### src/rtl/vgd_pkg.sv
package vgd_pkg;

  // true when lo <= v < hi
  function automatic logic span_hit(input int unsigned v, input int unsigned lo,
                                    input int unsigned hi);
    return (v >= lo) && (v < hi);
  endfunction

  // linear source index of a screen position: line block above column block
  function automatic int unsigned src_index(input int unsigned col, input int unsigned row,
                                            input int unsigned sh, input int unsigned dim);
    return (row >> sh) * dim + (col >> sh);
  endfunction

endpackage

### src/rtl/vgd_pix_strobe.sv
module vgd_pix_strobe (
  input  logic clk,
  input  logic rst_n,
  output logic pix_en
);
  logic phase_q;

  always_ff @(posedge clk or negedge rst_n) begin
    if (!rst_n) phase_q <= 1'b0;
    else        phase_q <= ~phase_q;
  end

  assign pix_en = phase_q;
endmodule

### src/rtl/vgd_scan_ctr.sv
module vgd_scan_ctr #(
  parameter int H_TOTAL = 800,
  parameter int V_TOTAL = 521,
  localparam int COL_W = $clog2(H_TOTAL),
  localparam int ROW_W = $clog2(V_TOTAL)
) (
  input  logic             clk,
  input  logic             rst_n,
  input  logic             pix_en,
  output logic [COL_W-1:0] col,
  output logic [ROW_W-1:0] row,
  output logic             line_end
);
  localparam logic [COL_W-1:0] COL_LAST = COL_W'(H_TOTAL - 1);
  localparam logic [ROW_W-1:0] ROW_LAST = ROW_W'(V_TOTAL - 1);

  assign line_end = (col == COL_LAST);

  always_ff @(posedge clk or negedge rst_n) begin
    if (!rst_n) begin
      col <= '0;
      row <= '0;
    end else if (pix_en) begin
      if (line_end) begin
        col <= '0;
        row <= (row == ROW_LAST) ? '0 : row + 1'b1;
      end else begin
        col <= col + 1'b1;
      end
    end
  end
endmodule

### src/rtl/vgd_addr_gen.sv
module vgd_addr_gen #(
  parameter int COL_W   = 10,
  parameter int ROW_W   = 10,
  parameter int SRC_DIM = 32,
  parameter int SCALE   = 8,
  localparam int SH     = $clog2(SCALE),
  localparam int WIN    = SRC_DIM * SCALE,
  localparam int ADDR_W = 2 * $clog2(SRC_DIM)
) (
  input  logic [COL_W-1:0]  col,
  input  logic [ROW_W-1:0]  row,
  output logic              in_win,
  output logic [ADDR_W-1:0] fb_addr
);
  import vgd_pkg::*;

  assign in_win = span_hit(32'(col), 0, WIN) && span_hit(32'(row), 0, WIN);

  always_comb begin
    if (in_win) fb_addr = ADDR_W'(src_index(32'(col), 32'(row), SH, SRC_DIM));
    else        fb_addr = '0;
  end
endmodule

### src/rtl/vgd_out_stage.sv
module vgd_out_stage #(
  parameter int COL_W    = 10,
  parameter int ROW_W    = 10,
  parameter int PIX_W    = 8,
  parameter int H_ACTIVE = 640,
  parameter int HS_START = 656,
  parameter int HS_END   = 752,
  parameter int V_ACTIVE = 480,
  parameter int VS_START = 490,
  parameter int VS_END   = 492
) (
  input  logic             clk,
  input  logic             rst_n,
  input  logic             pix_en,
  input  logic [COL_W-1:0] col,
  input  logic [ROW_W-1:0] row,
  input  logic             in_win,
  input  logic [PIX_W-1:0] fb_rdata,
  output logic             hsync_n,
  output logic             vsync_n,
  output logic             blank,
  output logic [PIX_W-1:0] gray
);
  import vgd_pkg::*;

  logic hs_hit, vs_hit, vis;
  assign hs_hit = span_hit(32'(col), HS_START, HS_END);
  assign vs_hit = span_hit(32'(row), VS_START, VS_END);
  assign vis    = span_hit(32'(col), 0, H_ACTIVE) && span_hit(32'(row), 0, V_ACTIVE);

  always_ff @(posedge clk or negedge rst_n) begin
    if (!rst_n) begin
      hsync_n <= 1'b1;
      vsync_n <= 1'b1;
      blank   <= 1'b1;
      gray    <= '0;
    end else if (pix_en) begin
      hsync_n <= ~hs_hit;
      vsync_n <= ~vs_hit;
      blank   <= ~vis;
      gray    <= (vis && in_win) ? fb_rdata : '0;
    end
  end
endmodule

### src/rtl/vga_replicate_display.sv
module vga_replicate_display #(
  parameter int H_TOTAL  = 800,
  parameter int H_ACTIVE = 640,
  parameter int HS_START = 656,
  parameter int HS_END   = 752,
  parameter int V_TOTAL  = 521,
  parameter int V_ACTIVE = 480,
  parameter int VS_START = 490,
  parameter int VS_END   = 492,
  parameter int SRC_DIM  = 32,
  parameter int SCALE    = 8,
  parameter int PIX_W    = 8,
  localparam int COL_W   = $clog2(H_TOTAL),
  localparam int ROW_W   = $clog2(V_TOTAL),
  localparam int ADDR_W  = 2 * $clog2(SRC_DIM)
) (
  input  logic              clk,
  input  logic              rst_n,
  input  logic [PIX_W-1:0]  fb_rdata,
  output logic              hsync_n,
  output logic              vsync_n,
  output logic              blank,
  output logic [PIX_W-1:0]  gray,
  output logic [ADDR_W-1:0] fb_addr
);
  logic             pix_en;
  logic [COL_W-1:0] col;
  logic [ROW_W-1:0] row;
  logic             line_end;
  logic             in_win;

  vgd_pix_strobe u_strobe (.clk(clk), .rst_n(rst_n), .pix_en(pix_en));

  vgd_scan_ctr #(.H_TOTAL(H_TOTAL), .V_TOTAL(V_TOTAL)) u_scan (
    .clk(clk), .rst_n(rst_n), .pix_en(pix_en),
    .col(col), .row(row), .line_end(line_end)
  );

  vgd_addr_gen #(.COL_W(COL_W), .ROW_W(ROW_W), .SRC_DIM(SRC_DIM), .SCALE(SCALE)) u_addr (
    .col(col), .row(row), .in_win(in_win), .fb_addr(fb_addr)
  );

  vgd_out_stage #(
    .COL_W(COL_W), .ROW_W(ROW_W), .PIX_W(PIX_W),
    .H_ACTIVE(H_ACTIVE), .HS_START(HS_START), .HS_END(HS_END),
    .V_ACTIVE(V_ACTIVE), .VS_START(VS_START), .VS_END(VS_END)
  ) u_out (
    .clk(clk), .rst_n(rst_n), .pix_en(pix_en), .col(col), .row(row),
    .in_win(in_win), .fb_rdata(fb_rdata),
    .hsync_n(hsync_n), .vsync_n(vsync_n), .blank(blank), .gray(gray)
  );
endmodule

### config.mk
export PLATFORM = sky130hd
export DESIGN_NAME = vga_replicate_display
export DESIGN_NICKNAME = d
export VERILOG_FILES = /design/src/rtl/vgd_pkg.sv /design/src/rtl/vgd_pix_strobe.sv /design/src/rtl/vgd_scan_ctr.sv /design/src/rtl/vgd_addr_gen.sv /design/src/rtl/vgd_out_stage.sv /design/src/rtl/vga_replicate_display.sv
export SDC_FILE = /design/constraint.sdc
export NUM_CORES = 1
export LEC_CHECK = 0
export BUFFER_PORTS_ARGS = -buffer_cell sky130_fd_sc_hd__buf_2
export CORE_MARGIN = 4
export CORE_UTILIZATION = 59
export DETAILED_ROUTE_END_ITERATION = 12
export GPL_ROUTABILITY_DRIVEN = 0
export GPL_TIMING_DRIVEN = 0
export PLACE_DENSITY = 0.84
export SYNTH_ARGS = -nofsm -noshare
export SYNTH_HDL_FRONTEND = slang
export SYNTH_SLANG_ARGS = --single-unit
### constraint.sdc
create_clock -name clk -period 4.3 [get_ports clk]
set_input_delay 0.645 -clock clk [delete_from_list [all_inputs] [get_ports clk]]
set_output_delay 0.645 -clock clk [all_outputs]
set_load 0.01 [all_outputs]
==> results.toml <==
[status]
outcome = "complete, no violations"

[route]
antenna_left = 0
num_vias = 1359
drt_iter0_drc = 143
routedWlPerCell_um = 16.2
first_pass_iters = 4
via_per_inst = 5.73
wl_um = 3830
drc_errors = 0

[setup_path]
cp.depth = 6
critPathSlowestCell = "dfrtp_1"
critical_path.cell_chain = "ha_1 > inv_1 > fa_1 > or3_1 > a21oi_1 > buf_2"
worst-setup-path-type = "flip-flop to primary output"
crit_arrival_ns = 2.24
startpoint_type = "flip-flop"
crit_required_ns = 3.65
critPathCaptureType = "primary output"
max_stage_delay_ns = 0.52
cp_top_family = "adder cells"
path_buf_inv = 2
cp_max_fo = 9
r2r_cells = 4

[grt]
antenna_found_initial = 0
grt_pass1_wl_um = 6390
grt_use_total = 0.235
grt_max_degree = 33
grt_pass1_vias = 1386
grt-ovfl-total = 0

[yosys]
avgSynthCellArea_sq_um = 10.1
synth_cells = 168
async_flop_share = 1.00
synth_area_leaders = "dfrtp_1 43%, ha_1 5.2%, dfstp_2 4.6%"
yosysWarnings = 0
synth.distinct_cells = 38
synthesis.area_sq_mm = 0.00170
synth_edf_count = 0
syn-num-nets = 186
synth_top_cell_by_area = "dfrtp_1"
synth_top_area_share = 0.427
ys_ff_latch = 32
synth_seq_area_share = 0.473
synth_ff_type = "dfrtp_1"

[clocking]
hold_buffers = 0
postCtsSetupBuffers = 0
clock_path_buffers = 2
cts_tree = "done"
cts_buffers = 5
h-tree-depth = 2
cts_resized = 0
clk_latency_ns = 0.33
clockRootBuffer = "clkbuf_4"
cts.reportedPaths.clkPinSlew_ns = 0.10
clock_sinks = 32

[sta]
worstMarginPinSlew_ns = 0.711
tns_ns = 0
fmax_mhz = 346
setup_ws_ns = 1.41
post-route-min-period_ns = 2.89
period_share = 0.672
report.final.setup_viol = 0
hold_viol_final = 0
max_slew_margin = 0.521
slew_viol_final = 0
rsz0062_at_grt = "false"
fin_skew_ns = 0.00576

[power_and_ir_drop]
ir_drop_v = 0.000276
powerDensity_mw_per_mm2 = 295
power.leakage_nw = 0.943

[placed_design]
port_buffers = 30
hpwl_um = 2780
placed_area_sq_mm = 0.00189
dpl.cell_count = 229
pre_cts_slack_ns = 1.76

[layout]
layout-drive-gt1-share = 0.233
final-instance-count-excl-fill = 237
layout_common_cells = "30 x buf_2, 29 x dfrtp_1, 18 x nor2_1"
diodes = 0
final_nets = 223
fin_util = 0.719
area_delta_synth_final_pct = 16.7
final_area_sq_mm = 0.00198
layout_commonest_cell = "buf_2"

[die]
die_h_um = 61.7
num_rows = 19
chipWidth_um = 61.7
die_area_sq_mm = 0.00380
start_util = 0.616
io_pins = 31
core_area_sq_mm = 0.00276

[worst_hold_path]
min_path_type = "input port to async pin"

[run]
cap_violations = 0
-- Yosys cell counts (all sizes together) (2+ instances only) --
library cell,number
a21oi,5
and2,6
and3,6
clkbuf,4
dfrtp,29
dfstp,3
ha,7
inv,10
mux2,2
nand2,16
nand3,5
nand4,6
nor2,18
nor3,3
nor4,4
nor4b,2
o21ai,5
o2bb2ai,8
xnor2,7
xor2,7
-- power by group --
part	switching, W	leakage (nW)	total, W	internal, W
Clock	0.000106	0.0515	0.000260	0.000154
Sequential	0.00000208	0.404	0.000307	0.000305
Combinational	0.0000117	0.488	0.0000188	0.00000710
Total	0.000119	0.943	0.000586	0.000466
-- cell families after synthesis --
group | Yosys count | synth area share
AO/OA/AOI/OAI | 24 | 0.0994
XOR/XNOR | 14 | 0.0722
adder cells (fa/ha/maj) | 8 | 0.0633
buffers and inverters | 16 | 0.0353
flip-flops | 32 | 0.473
multiplexers | 3 | 0.0191
AND/OR/NAND/NOR | 71 | 0.237
-- state kept, by name (all words and copies together), names as in the netlist --
| signal | cells |
|---|---|
| u_out.blank | 1 |
| u_out.gray | 8 |
| u_out.hsync_n | 1 |
| u_out.vsync_n | 1 |
| u_scan.col | 10 |
| u_scan.row | 10 |
| u_strobe.pix_en | 1 |
-- per-stage QoR --
stage                     hold WS (ns)  total power [W]
after detailed placement         0.469         0.000332
final                            0.339         0.000586
after global routing             0.372         0.000608
after CTS                        0.360         0.000589
after global placement           0.466         0.000331
after floorplan                  0.349         0.000318
-- per-layer routing --
metal / wire (um) / GRT usage
met1: 1590 / 0.283
met2: 2030 / 0.392
met3: 175 / 0.0692
met4: 40 / 0.0939
met5: 0 / 0
-- final cells by class --
cell class,count,area (sq um)
Inverter,11,41.3
Multi-Input combinational cell,120,835
Buffer,5,18.8
Clock inverter,1,30.0
Clock buffer,7,65.1
Sequential cell,32,805
Tap cell,31,38.8
Fill cell,204,774
Timing Repair Buffer,30,150
-- path summary, 6_finish.rpt --
| path | startpoint | end | slack, ns |
|---|---|---|---|
| max in group asynchronous | rst_n | u_out.gray[5]$_DFFE_PN0P_ | 3.52 |
| hold reg to reg | u_out.gray[7]$_DFFE_PN0P_ | u_out.gray[7]$_DFFE_PN0P_ | 0.49 |
| min in group clk | u_out.gray[7]$_DFFE_PN0P_ | u_out.gray[7]$_DFFE_PN0P_ | 0.49 |
| setup reg to reg | u_scan.col[7]$_DFFE_PN0P_ | u_scan.row[2]$_DFFE_PN0P_ | 2.31 |
| setup / recovery | u_scan.col[8]$_DFFE_PN0P_ | fb_addr[9] | 1.41 |
| hold / removal | rst_n | u_strobe.pix_en$_DFF_PN0_ | 0.34 |
No activity file was read; power rests on OpenSTA's default activity.
